==> src/rtl/nm_pkg.sv <==
package nm_pkg;
    localparam logic [6:0] OPC_CUSTOM0 = 7'b0001011;

    typedef enum logic [2:0] {
        K_ALU,
        K_PARAM_LOAD,
        K_STEP_LOAD,
        K_NEURON,
        K_DECAY,
        K_ILLEGAL
    } op_kind_t;

    typedef enum logic [1:0] {
        SEL_ALU    = 2'b00,
        SEL_NEURON = 2'b01,
        SEL_DECAY  = 2'b10,
        SEL_NONE   = 2'b11
    } unit_sel_t;
endpackage

==> src/rtl/nm_decode.sv <==
module nm_decode
    import nm_pkg::*;
#(
    parameter int XLEN = 32
) (
    input  logic            clk,
    input  logic            rst_n,
    input  logic            instr_valid,
    input  logic [XLEN-1:0] instr,
    output op_kind_t        kind,
    output unit_sel_t       unit_sel,
    output logic            rf_we,
    output logic            illegal,
    output logic            rd_as_src
);
    localparam int OPC_W = 7;
    localparam int F3_LO = 12;

    logic [OPC_W-1:0] opc;
    logic [2:0]       f3;

    assign opc = instr[OPC_W-1:0];
    assign f3  = instr[F3_LO+2:F3_LO];

    always_comb begin
        kind = K_ALU;
        if (instr_valid && opc == OPC_CUSTOM0) begin
            unique case (f3)
                3'b000:  kind = K_PARAM_LOAD;
                3'b001:  kind = K_STEP_LOAD;
                3'b010:  kind = K_NEURON;
                3'b011:  kind = K_DECAY;
                default: kind = K_ILLEGAL;
            endcase
        end
    end

    always_comb begin
        unit_sel  = SEL_ALU;
        rf_we     = 1'b0;
        illegal   = 1'b0;
        rd_as_src = 1'b0;
        unique case (kind)
            K_ALU:        unit_sel = SEL_ALU;
            K_PARAM_LOAD: unit_sel = SEL_NONE;
            K_STEP_LOAD:  unit_sel = SEL_NONE;
            K_NEURON: begin
                unit_sel  = SEL_NEURON;
                rf_we     = 1'b1;
                rd_as_src = 1'b1;
            end
            K_DECAY: begin
                unit_sel = SEL_DECAY;
                rf_we    = 1'b1;
            end
            K_ILLEGAL: begin
                unit_sel = SEL_NONE;
                illegal  = 1'b1;
            end
            default: unit_sel = SEL_ALU;
        endcase
    end

    // an illegal word never writes the register file
    a_r6_illegal_no_write: assert property (@(posedge clk) disable iff (!rst_n)
        illegal |-> !rf_we);

    // a non-custom opcode always goes to the ALU
    a_r1_other_to_alu: assert property (@(posedge clk) disable iff (!rst_n)
        (instr_valid && opc != OPC_CUSTOM0) |-> (unit_sel == SEL_ALU && !rf_we && !illegal));

    // only a neuron dispatch reads rd as a source
    a_r4_rd_src_neuron: assert property (@(posedge clk) disable iff (!rst_n)
        rd_as_src |-> (unit_sel == SEL_NEURON));
endmodule

==> src/rtl/nm_cfg_regs.sv <==
module nm_cfg_regs
    import nm_pkg::*;
#(
    parameter int          XLEN   = 32,
    parameter int          PW     = 16,
    parameter int          TAUW   = 2,
    parameter logic [PW-1:0] RST_A = 16'h0029,
    parameter logic [PW-1:0] RST_B = 16'h019A,
    parameter logic [PW-1:0] RST_C = 16'hBF00,
    parameter logic [PW-1:0] RST_D = 16'h4000
) (
    input  logic            clk,
    input  logic            rst_n,
    input  op_kind_t        kind,
    input  logic [XLEN-1:0] rs1,
    input  logic [XLEN-1:0] rs2,
    output logic [PW-1:0]   par [4],
    output logic            h_sel,
    output logic            clamp,
    output logic [TAUW-1:0] tau
);
    localparam int NPAR = 4;
    localparam int PER_REG = XLEN / PW;

    logic ld_par, ld_step;
    assign ld_par  = (kind == K_PARAM_LOAD);
    assign ld_step = (kind == K_STEP_LOAD);

    for (genvar i = 0; i < NPAR; i++) begin : g_par
        localparam logic [PW-1:0] RV = (i == 0) ? RST_A : (i == 1) ? RST_B :
                                       (i == 2) ? RST_C : RST_D;
        logic [PW-1:0] src;
        if (i < PER_REG) begin : g_rs1
            assign src = rs1[i*PW +: PW];
        end else begin : g_rs2
            assign src = rs2[(i-PER_REG)*PW +: PW];
        end
        always_ff @(posedge clk or negedge rst_n) begin
            if (!rst_n)      par[i] <= RV;
            else if (ld_par) par[i] <= src;
        end
    end

    always_ff @(posedge clk or negedge rst_n) begin
        if (!rst_n) begin
            h_sel <= 1'b0;
            clamp <= 1'b0;
            tau   <= '0;
        end else if (ld_step) begin
            h_sel <= rs1[0];
            clamp <= rs1[1];
            tau   <= rs2[TAUW-1:0];
        end
    end

    // a parameter load lands in the next cycle
    a_r2_param_commit: assert property (@(posedge clk) disable iff (!rst_n)
        ld_par |=> (par[0] == $past(rs1[PW-1:0]) && par[3] == $past(rs2[XLEN-1 -: PW])));

    // a step load leaves the parameters alone
    a_r3_step_keeps_par: assert property (@(posedge clk) disable iff (!rst_n)
        ld_step |=> ($stable(par[0]) && $stable(par[2]) && clamp == $past(rs1[1])));

    // with no load the configuration holds
    a_r8_hold_otherwise: assert property (@(posedge clk) disable iff (!rst_n)
        (!ld_par && !ld_step) |=> ($stable(par[1]) && $stable(h_sel) && $stable(tau)));
endmodule

==> src/rtl/nm_dispatch.sv <==
module nm_dispatch
    import nm_pkg::*;
#(
    parameter int XLEN = 32,
    parameter int PW   = 16,
    parameter int TAUW = 2
) (
    input  logic            clk,
    input  logic            rst_n,
    input  logic            instr_valid,
    input  logic [XLEN-1:0] instr,
    input  logic [XLEN-1:0] rs1_val,
    input  logic [XLEN-1:0] rs2_val,
    output logic [1:0]      unit_sel,
    output logic            rf_we,
    output logic            illegal,
    output logic            rd_as_src,
    output logic [PW-1:0]   cfg_a,
    output logic [PW-1:0]   cfg_b,
    output logic [PW-1:0]   cfg_c,
    output logic [PW-1:0]   cfg_d,
    output logic            cfg_h,
    output logic            cfg_clamp,
    output logic [TAUW-1:0] cfg_tau
);
    op_kind_t      kind;
    unit_sel_t     sel;
    logic [PW-1:0] par [4];

    nm_decode #(.XLEN(XLEN)) u_dec (
        .clk(clk), .rst_n(rst_n), .instr_valid(instr_valid), .instr(instr),
        .kind(kind), .unit_sel(sel), .rf_we(rf_we), .illegal(illegal),
        .rd_as_src(rd_as_src)
    );

    nm_cfg_regs #(.XLEN(XLEN), .PW(PW), .TAUW(TAUW)) u_cfg (
        .clk(clk), .rst_n(rst_n), .kind(kind), .rs1(rs1_val), .rs2(rs2_val),
        .par(par), .h_sel(cfg_h), .clamp(cfg_clamp), .tau(cfg_tau)
    );

    assign unit_sel = sel;
    assign cfg_a = par[0];
    assign cfg_b = par[1];
    assign cfg_c = par[2];
    assign cfg_d = par[3];

    // illegal custom words leave the configuration untouched
    a_r6_illegal_keeps_cfg: assert property (@(posedge clk) disable iff (!rst_n)
        illegal |=> ($stable(cfg_a) && $stable(cfg_d) && $stable(cfg_clamp)));

    // a decay dispatch writes back without reading rd as source
    a_r5_decay_write: assert property (@(posedge clk) disable iff (!rst_n)
        (unit_sel == 2'b10) |-> (rf_we && !rd_as_src));
endmodule

==> config.mk <==
export PLATFORM = sky130hd
export DESIGN_NAME = nm_dispatch
export DESIGN_NICKNAME = d
export VERILOG_FILES = /design/src/rtl/nm_pkg.sv /design/src/rtl/nm_decode.sv /design/src/rtl/nm_cfg_regs.sv /design/src/rtl/nm_dispatch.sv
export SDC_FILE = /design/constraint.sdc
export NUM_CORES = 1
export LEC_CHECK = 0
export BUFFER_PORTS_ARGS = -buffer_cell sky130_fd_sc_hd__buf_2
export CAP_MARGIN = 0
export CORE_ASPECT_RATIO = 0.75
export CORE_MARGIN = 5
export CORE_UTILIZATION = 28
export CTS_BUF_LIST = sky130_fd_sc_hd__clkbuf_8
export DETAILED_ROUTE_END_ITERATION = 12
export HOLD_SLACK_MARGIN = 0.15
export PLACE_DENSITY_LB_ADDON = 0.1
export SETUP_SLACK_MARGIN = 0.05
export SYNTH_ARGS = -nofsm -noshare
export SYNTH_HDL_FRONTEND = slang
export SYNTH_SLANG_ARGS = --single-unit
==> constraint.sdc <==
create_clock -name clk -period 0.9 [get_ports clk]
set_input_delay 0.09 -clock clk [delete_from_list [all_inputs] [get_ports clk]]
set_output_delay 0.09 -clock clk [all_outputs]
set_load 0.01 [all_outputs]
-- Word level (Yosys, flattened, before mapping)
Cells that the tools add are included.
Widths: inputs -> output; s select.
- equality and inequality tests: 9
- mux-type cells: 6
- reduce and logical (&&, ||, !) cells: 4
- operators with widths (kind ; number):
    $eq 3x2->1 const B ; 4
    $pmux 3 s4 ; 1
    $eq 7x4->1 const B ; 1
    $eq 3x1->1 const B ; 2
    $eq 3x3->1 const B ; 2
    $pmux 2 s3 ; 1
    $logic_not 3->1 ; 1
    $mux 1 ; 3
    $mux 3 ; 1
    $reduce_or 3->1 ; 1
    $reduce_or 2->1 ; 1
    $logic_and 1x1->1 ; 1
- register bits: 68
- output and inout bits: 73
- logic and storage cells: 26

-- Logic depth before layout (Yosys ltp)
Gate-level depths: netlist (run 1).
- depth in word-level cells: 6
- mapped depth: 5

-- By module
A second synthesis (run 1) with hierarchy kept.
- cell total of the unflattened synthesis: 161
- area, all modules: 2706.3 µm²
- modules (own cells, without submodules) (module ; instances ; cells each ; area an instance (µm²) ; seq. area each (µm²)):
    nm_cfg_regs ; 1 ; 145 ; 2577.5 ; 1721.7
    nm_decode ; 1 ; 16 ; 128.9 ; 0.0

-- Least setup slack after synthesis (run 1)
OpenSTA, ideal clock, no wires.
- path type: input to register
- start: input port instr[5]
- end: register u_cfg.par[0] in the netlist's numbering
- library setup time: 0.125 ns
- arrival time: 1.227 ns
- setup slack: -0.452 ns
- cell stages on the path: 5
- path through: nor4b_4 -> and4b_1 -> buf_6 -> buf_12 -> mux2_4
- cells in the longest elaborated chain, start to end: 4
- RTL lines (item ; line ; source):
    from (decl) ; nm_dispatch.sv:11 ; input logic [XLEN-1:0] instr,
    $eq 7x4->1 ; nm_decode.sv:27 ; if (instr_valid && opc == OPC_CUSTOM0) begin
    $logic_and 1x1->1 ; nm_decode.sv:27 ;
    $mux 3 ; nm_decode.sv:27 ;
    $eq 3x1->1 ; nm_cfg_regs.sv:26 ; assign ld_par = (kind == K_PARAM_LOAD);
    to (signal, indexed assignment) ; nm_cfg_regs.sv:40 ; else if (ld_par) par[i] <= src;
    to (decl) ; nm_cfg_regs.sv:17 ; output logic [PW-1:0] par [4],
No other way between the ends.
A chain may end at the register's enable or synchronous reset.

-- Final worst setup path (run 1)
- start: input port instr[6]
- end: register u_cfg.par[3] in the netlist's numbering
Same word-level chain as after synthesis.

==> summary.md, run 1 <==
| Metric | Value |
|---|---|
| Post-synthesis compound-gate area fraction | less than 1% |
| Min setup slack post-route | -0.294 ns |
| Setup crit end kind | register |
| Global-route wire length before repair | around 12,000 um |
| Pwr/cell area | 1250 nW/um^2 |
| Final setup fails | about 140 |
| Mean Syn Cell Area | 18.7 um^2 |
| Crit-path slowest cell | and4b_4 |
| DP Wirelength | between 5000 and 6000 um |
| #FFs+latches synth | 68 |
| WL final | 7890 um |
| CP Data Required Time | around 1.1 ns |
| Met2 Resource Use GR | just over 20% |
| Max-cap violations | 0 |
| Die Y | between 90 and 100 um |
| Post-DRT Antenna Nets | 0 |
| Max-slew violations | 0 |
| Slew HR | about four fifths |
| Min Tclk post-route | 1.19 ns |
| Final hold violation count | 0 |
| Grt total ovfl | 0 |
| Area of the core | about 10,000 um^2 |
| Num CTS Buffers | 9 |
| Clock Sinks | around 70 |
| Max Root-Sink Buffers | 2 |
| Crit Path Max Fanout | 7 |
| Yosys cell types | 15 |
| Largest family of logic cells by synthesized area | multiplexers |
| Mux cell area share after synthesis | between 30% and 40% |
| GR peak layer | met2 |
| YS warnings | 0 |
| Later-pin clock latency in the skew report | between 0.3 and 0.4 ns |
| Outcome | finished, violations left |
| Clock Tree Root | clkbuf_8 |
| Layout cells sized above 1 | between 70% and 80% |
| GRT Util Overall | 12.4% |
| Gate Count Post-Synth | approximately 160 |
| Die X | between 100 and 150 um |
| Grt met1 use | ~15% |
| Xor and xnor fraction of the mapped netlist area | 0% |
| Sum Neg Setup Slack | -23.06 ns |
| Drt drc | 0 |
| Initial Util | around 29% |
| Failing checks | negative setup slack |
| Initial antenna violation count | 0 |
| Synth Cell Area | about 3000 um^2 |
| Kind of critical path | input pin to register |
| DP Worst Slack | -0.698 ns |
| Vias in the first global route | ~2,400 |
| Cell Chain, Critical Path | buf_6 -> nor4b_4 -> and4b_4 -> buf_12 -> buf_16 -> mux2_4 |
| Startpoint types | input pin |
| Max Fclk | around 840 MHz |
| WL/cell | roughly 14 um |
| Crit path DAT | between 1 and 1.5 ns |
| Syn nets | approximately 260 |
| Initial DRC count | 46 |
| Via count | around 2,200 |
| Antenna cells | 0 |
| Hold Crit Class | input pin to async pin |
| Peak VDD IR | approximately 0.67 mV |
| Simple-Gate Fraction of Synth Area | under 10% |
| Met3 capacity usage during global routing | under 10% |
| Core Rows | 32 |
| Sequential-to-total area share from yosys stat | between 50% and 60% |
| Worst-Margin Slew | approximately 0.29 ns |
| Unrepaired setup endpoints after global routing | true |
| Clk pin slew, worst setup/hold paths | 0.07 ns |
| Synth Area in Adders | 0% |
| Leakage | approximately 2.7 nW |
| Worst clock skew | 0 ns |
| Layout Nets | around 510 |
| DR pass1 iterations | 4 |
| CTS tree | built |
| Crit share post-route | 133% |
| Final Wtd Congestion | between 0.7 and 0.8 |
| Htree depth | 3 |
| Largest net degree at the start of global routing | 53 |
| Area delta synth->final | 77.7% |
| Drt via density | a little under 4 |
| CP peak stage delay | between 0.3 and 0.4 ns |
| # port buffers | 149 |
| Die area | approximately 13,000 um^2 |
| # IOs | 172 |
## flip-flops by register name, summed over array words and instances, names as in the netlist
register	cells
u_cfg.par	64
u_cfg.clamp	1
u_cfg.tau	2
u_cfg.h_sel	1
## routing by layer
layer / wire (um) / up-vias
li1: - / 1057
met1: 3430 / 1016
met2: 3710 / 87
met3: 578 / 16
met4: 175 / 0
met5: 0 / -
## through the flow
step                      total power [W]  std cells  area [um^2]  hold slack [ns]  utilization (%)
after floorplan                   0.00330        157         2950           -0.206                -
after global placement            0.00362        443         3830            0.112             37.4
after detailed placement          0.00362        443         3830            0.103             37.4
after CTS                         0.00667        543         5090            0.252             49.7
after global routing              0.00688        550         5220            0.292             50.9
final                             0.00653        550         5220            0.275             50.9
## cells in the final DEF, fill, tap and decap left out
master / n
buf_2: 116
nor4b_4: 1
nor2_4: 3
dfstp_2: 16
buf_16: 2
clkinvlp_4: 1
clkbuf_8: 13
dfrtp_1: 52
nand4_1: 1
mux2_4: 62
bufinv_16: 1
inv_1: 1
buf_12: 4
and4b_1: 1
a31oi_4: 1
nand2b_1: 1
and4b_4: 1
clkinv_2: 1
nor2_1: 2
mux2_2: 6
dlygate4sd3_1: 65
nand2_8: 1
buf_6: 34
nor3_2: 1
buf_4: 27
## where the power goes
group | total, W | leakage, nW | switching (W) | internal [W]
Sequential | 0.00314 | 0.889 | 0.0000275 | 0.00311
Combinational | 0.000701 | 1.68 | 0.000238 | 0.000463
Clock | 0.00269 | 0.112 | 0.00111 | 0.00158
Total | 0.00653 | 2.68 | 0.00138 | 0.00515
## Yosys cell counts
library cell,instances,area [um^2]
dfrtp_1,52,1300
nand4_1,1,6.26
dfstp_2,16,420
a31oi_1,1,6.26
nor3_1,1,5.00
nor2_1,5,18.8
nand2_1,1,3.75
inv_1,1,3.75
buf_12,6,120
and4b_1,2,20.0
nor4b_4,1,23.8
buf_6,1,11.3
nand2b_1,1,6.26
mux2_4,60,901
mux2_2,8,90.1
## worst max-delay path, delay by kind of cell
family	cells	cell delay [ns]
buffers and inverters	3	0.37
muxes	1	0.30
and+or+nand+nor	2	0.65
## what timing repair did
item	CTS	global route
resized for setup	35	14
buffers inserted	17	7
hold buffers	65	0
endpoints found under the setup margin	141	141
hold endpoints to repair	136	0
gates cloned	2	0
pin swaps	2	1
## final timing paths
kind | start | end | slack [ns] | depth (start not counted)
worst max-delay path | instr[6] | u_cfg.par[3] | -0.29 | 6
worst min-delay path | rst_n | u_cfg.par[61] | 0.27 | 3
worst max register to register | u_cfg.par[3] | u_cfg.par[3] | 0 | 2
worst min register to register | u_cfg.par[34] | u_cfg.par[34] | 0.50 | 1
max in group asynchronous | rst_n | u_cfg.par[48] | 0.31 | 3
min in group clk | instr[13] | u_cfg.tau[0] | 0.31 | 4
## final cells by class
class	instances	area, um^2
clock buffers	13	179
multi-input cells	81	1150
repair buffers	248	1950
fillers	907	5030
inverters	1	3.75
flip-flops and latches	68	1720
clock inverters	3	42.5
well taps	136	170
## cell families (layout without fill, tap and decap cells)
kind of cell,after synthesis,count (layout)
mux,68,68
flops,68,68
simple gates,12,12
buf+inv,8,265
compound gates,1,1
Note: power is estimated with default switching activity, not from simulation.
==> inputs of run 2 (changes only) <==
- CORE_ASPECT_RATIO: 0.75 -> unset
- CORE_UTILIZATION: 28 -> 45
==> run 2 against run 1 <==
  * The run still ends with negative setup slack left
  * Combinational power up 4.0%
  * Global-route usage up 8.5 points
  * Die area down 35%
  * Critical endpoint is now u_cfg.par[1]
==> summary.md, run 2 (synthesis results as in run 1) <==
| Metric | Value |
|---|---|
| Die Y | 90.8 um |
| Pwr/cell area | about 1300 nW/um^2 |
| Grt total ovfl | 0 |
| Post-DRT Antenna Nets | 0 |
| Failing checks | negative setup slack |
| Crit-path slowest cell | and4b_4 |
| Clock Sinks | 68 |
| Biggest regs | u_cfg.par: 64 flops, u_cfg.tau: 2 flops |
| Buf/Inv on CP | 2 |
| Fill cells | ~340 |
| Worst clock skew | 0 ns |
| Hold path startpoint | instr[14] |
| Via count | approximately 2,400 |
| Worst Hold Path EP | u_cfg.clamp |
| Most common cell after layout, fill and taps aside | buf_2 |
| Leakage | 2.78 nW |
| Final Power | roughly 0.0067 W |
| Clock Tree Root | clkbuf_8 |
| CTS tree | built |
| Min setup slack post-route | -0.312 ns |
| Max reg flops | 64 |
| Startpoint types | input pin |
| Htree depth | 3 |
| Hold Crit Class | input pin to register |
| Largest register by flop count | u_cfg.par |
| Area of the core | around 6300 um^2 |
| DR pass1 iterations | 4 |
| Drt via density | 4.66 |
| Initial Util | 46.3% |
| Clk pin slew, worst setup/hold paths | 0.07 ns |
| Cell Chain, Critical Path | buf_6 -> nor4b_4 -> and4b_4 -> buf_12 -> mux2_4 |
| # IOs | roughly 170 |
| WL/cell | ~17 um |
| Multi-input logic area | 1120 um^2 |
| Worst hold path depth | 5 |
| Initial DRC count | 40 |
| Unrepaired setup endpoints after global routing | true |
| Reg area | 1720 um^2 |
| Outcome | finished, violations left |
| Crit share post-route | 135% |
| Vias in the first global route | ~2,700 |
| DP Wirelength | approximately 4800 um |
| Drt drc | 0 |
| Kind of critical path | input pin to register |
| WL final | 8790 um |
| Worst R2R End | u_cfg.par[53] |
| Layout Nets | 528 |
| Later-pin clock latency in the skew report | between 0.3 and 0.4 ns |
| Initial antenna violation count | 0 |
| Max-slew violations | 0 |
| Final setup fails | around 140 |
| Max-cap violations | 0 |
| Max Fclk | 825 MHz |
| Setup crit end kind | register |
| Num CTS Buffers | 9 |
| Global-route wire length before repair | ~14,000 um |
| FF-to-FF setup slack | -0.04 ns |
| Die X | roughly 91 um |
| Core Rows | 29 |
| CP Data Required Time | 1.11 ns |
| Die area | 8240 um^2 |
| Area delta synth->final | 79.2% |
| Slew HR | about three quarters |
| Crit Path Max Fanout | 28 |
| CP delay by family, top | simple AND/OR/NAND/NOR gates |
| Sum Neg Setup Slack | -22.85 ns |
| Worst reg-to-reg path cell count | 3 |
| Max Root-Sink Buffers | 2 |
| Min Tclk post-route | about 1.2 ns |
| RR Startpoint | u_cfg.par[53] |
| CP peak stage delay | between 0.3 and 0.4 ns |
| Most frequent cells in the layout | buf_2 (114), mux2_4 (65), dlygate4sd3_1 (65) |
| Placed cell areas | about 3800 um^2 |
| Crit path DAT | ~1.4 ns |
| Final Wtd Congestion | ~0.69 |
| # port buffers | roughly 150 |
| Worst-Margin Slew | 0.367 ns |
| Final hold violation count | 0 |
| Antenna cells | 0 |
| GRT Util Overall | a little over a fifth |
| Largest net degree at the start of global routing | about 70 |
| Peak VDD IR | about 1.1 mV |
| Design area | ~5300 um^2 |
| Layout cells sized above 1 | 71.0% |
-- run 2: changes by cell type in the layout (fill, tap and decap cells not counted), sizes merged --
cell      change
clkinvlp      +1
buf          +20
bufinv        +1
clkbuf        -2
-- run 2: cell type report --
cell class	instances	area share (%)
clock inverter	5	1.59
timing repair buffer	268	39.7
clock buffer	11	2.88
multi-input combinational	81	21.2
sequential	68	32.7
tap	77	1.83
inverter	1	0.0713
-- run 2: metal layers --
| metal | track usage (%) | wire length, um |
|---|---|---|
| met1 | 23.9 | 3320 |
| met2 | 37.5 | 4790 |
| met3 | 5.58 | 517 |
| met4 | 6.60 | 172 |
| met5 | 0 | 0 |
-- run 2: repair_timing --
item,CTS,global route
setup endpoints to repair,141,141
resized for setup,29,18
hold endpoints to repair,136,0
hold buffers,65,0
buffers inserted,23,22
-- run 2: per-stage QoR --
stage	setup slack [ns]	hold WS (ns)	utilization, %	std cells
finish	-0.312	0.283	82.9	511
global route	-0.339	0.284	82.9	511
CTS	-0.283	0.275	78.7	489
detailed placement	-0.653	0.140	59.3	385
global placement	-0.621	0.141	59.3	385
floorplan	-0.450	-0.206	-	157
-- run 2: worst register-to-register path, cell delays in order (launching register included) --
cell,delay [ns]
dfstp_2,0.38
buf_4,0.12
buf_4,0.12
mux2_4,0.25
-- run 2: report_power, final --
group / leakage [nW] / switching (W) / internal, W
clock: 0.112 / 0.00115 / 0.00172
sequential: 0.889 / 0.0000314 / 0.00311
combinational: 1.78 / 0.000248 / 0.000482
-- run 2: worst max path at each step --
stage,cells after the start,end,start,slack (ns)
6_report,5,u_cfg.par[1],instr[5],-0.31
3_3_place_gp,5,u_cfg.par[1],instr[5],-0.62
3_5_place_dp,5,u_cfg.par[1],instr[5],-0.65
5_1_grt,5,u_cfg.par[1],instr[5],-0.34
4_1_cts,5,u_cfg.par[1],instr[5],-0.28
2_1_floorplan,5,u_cfg.par[0],instr[5],-0.45
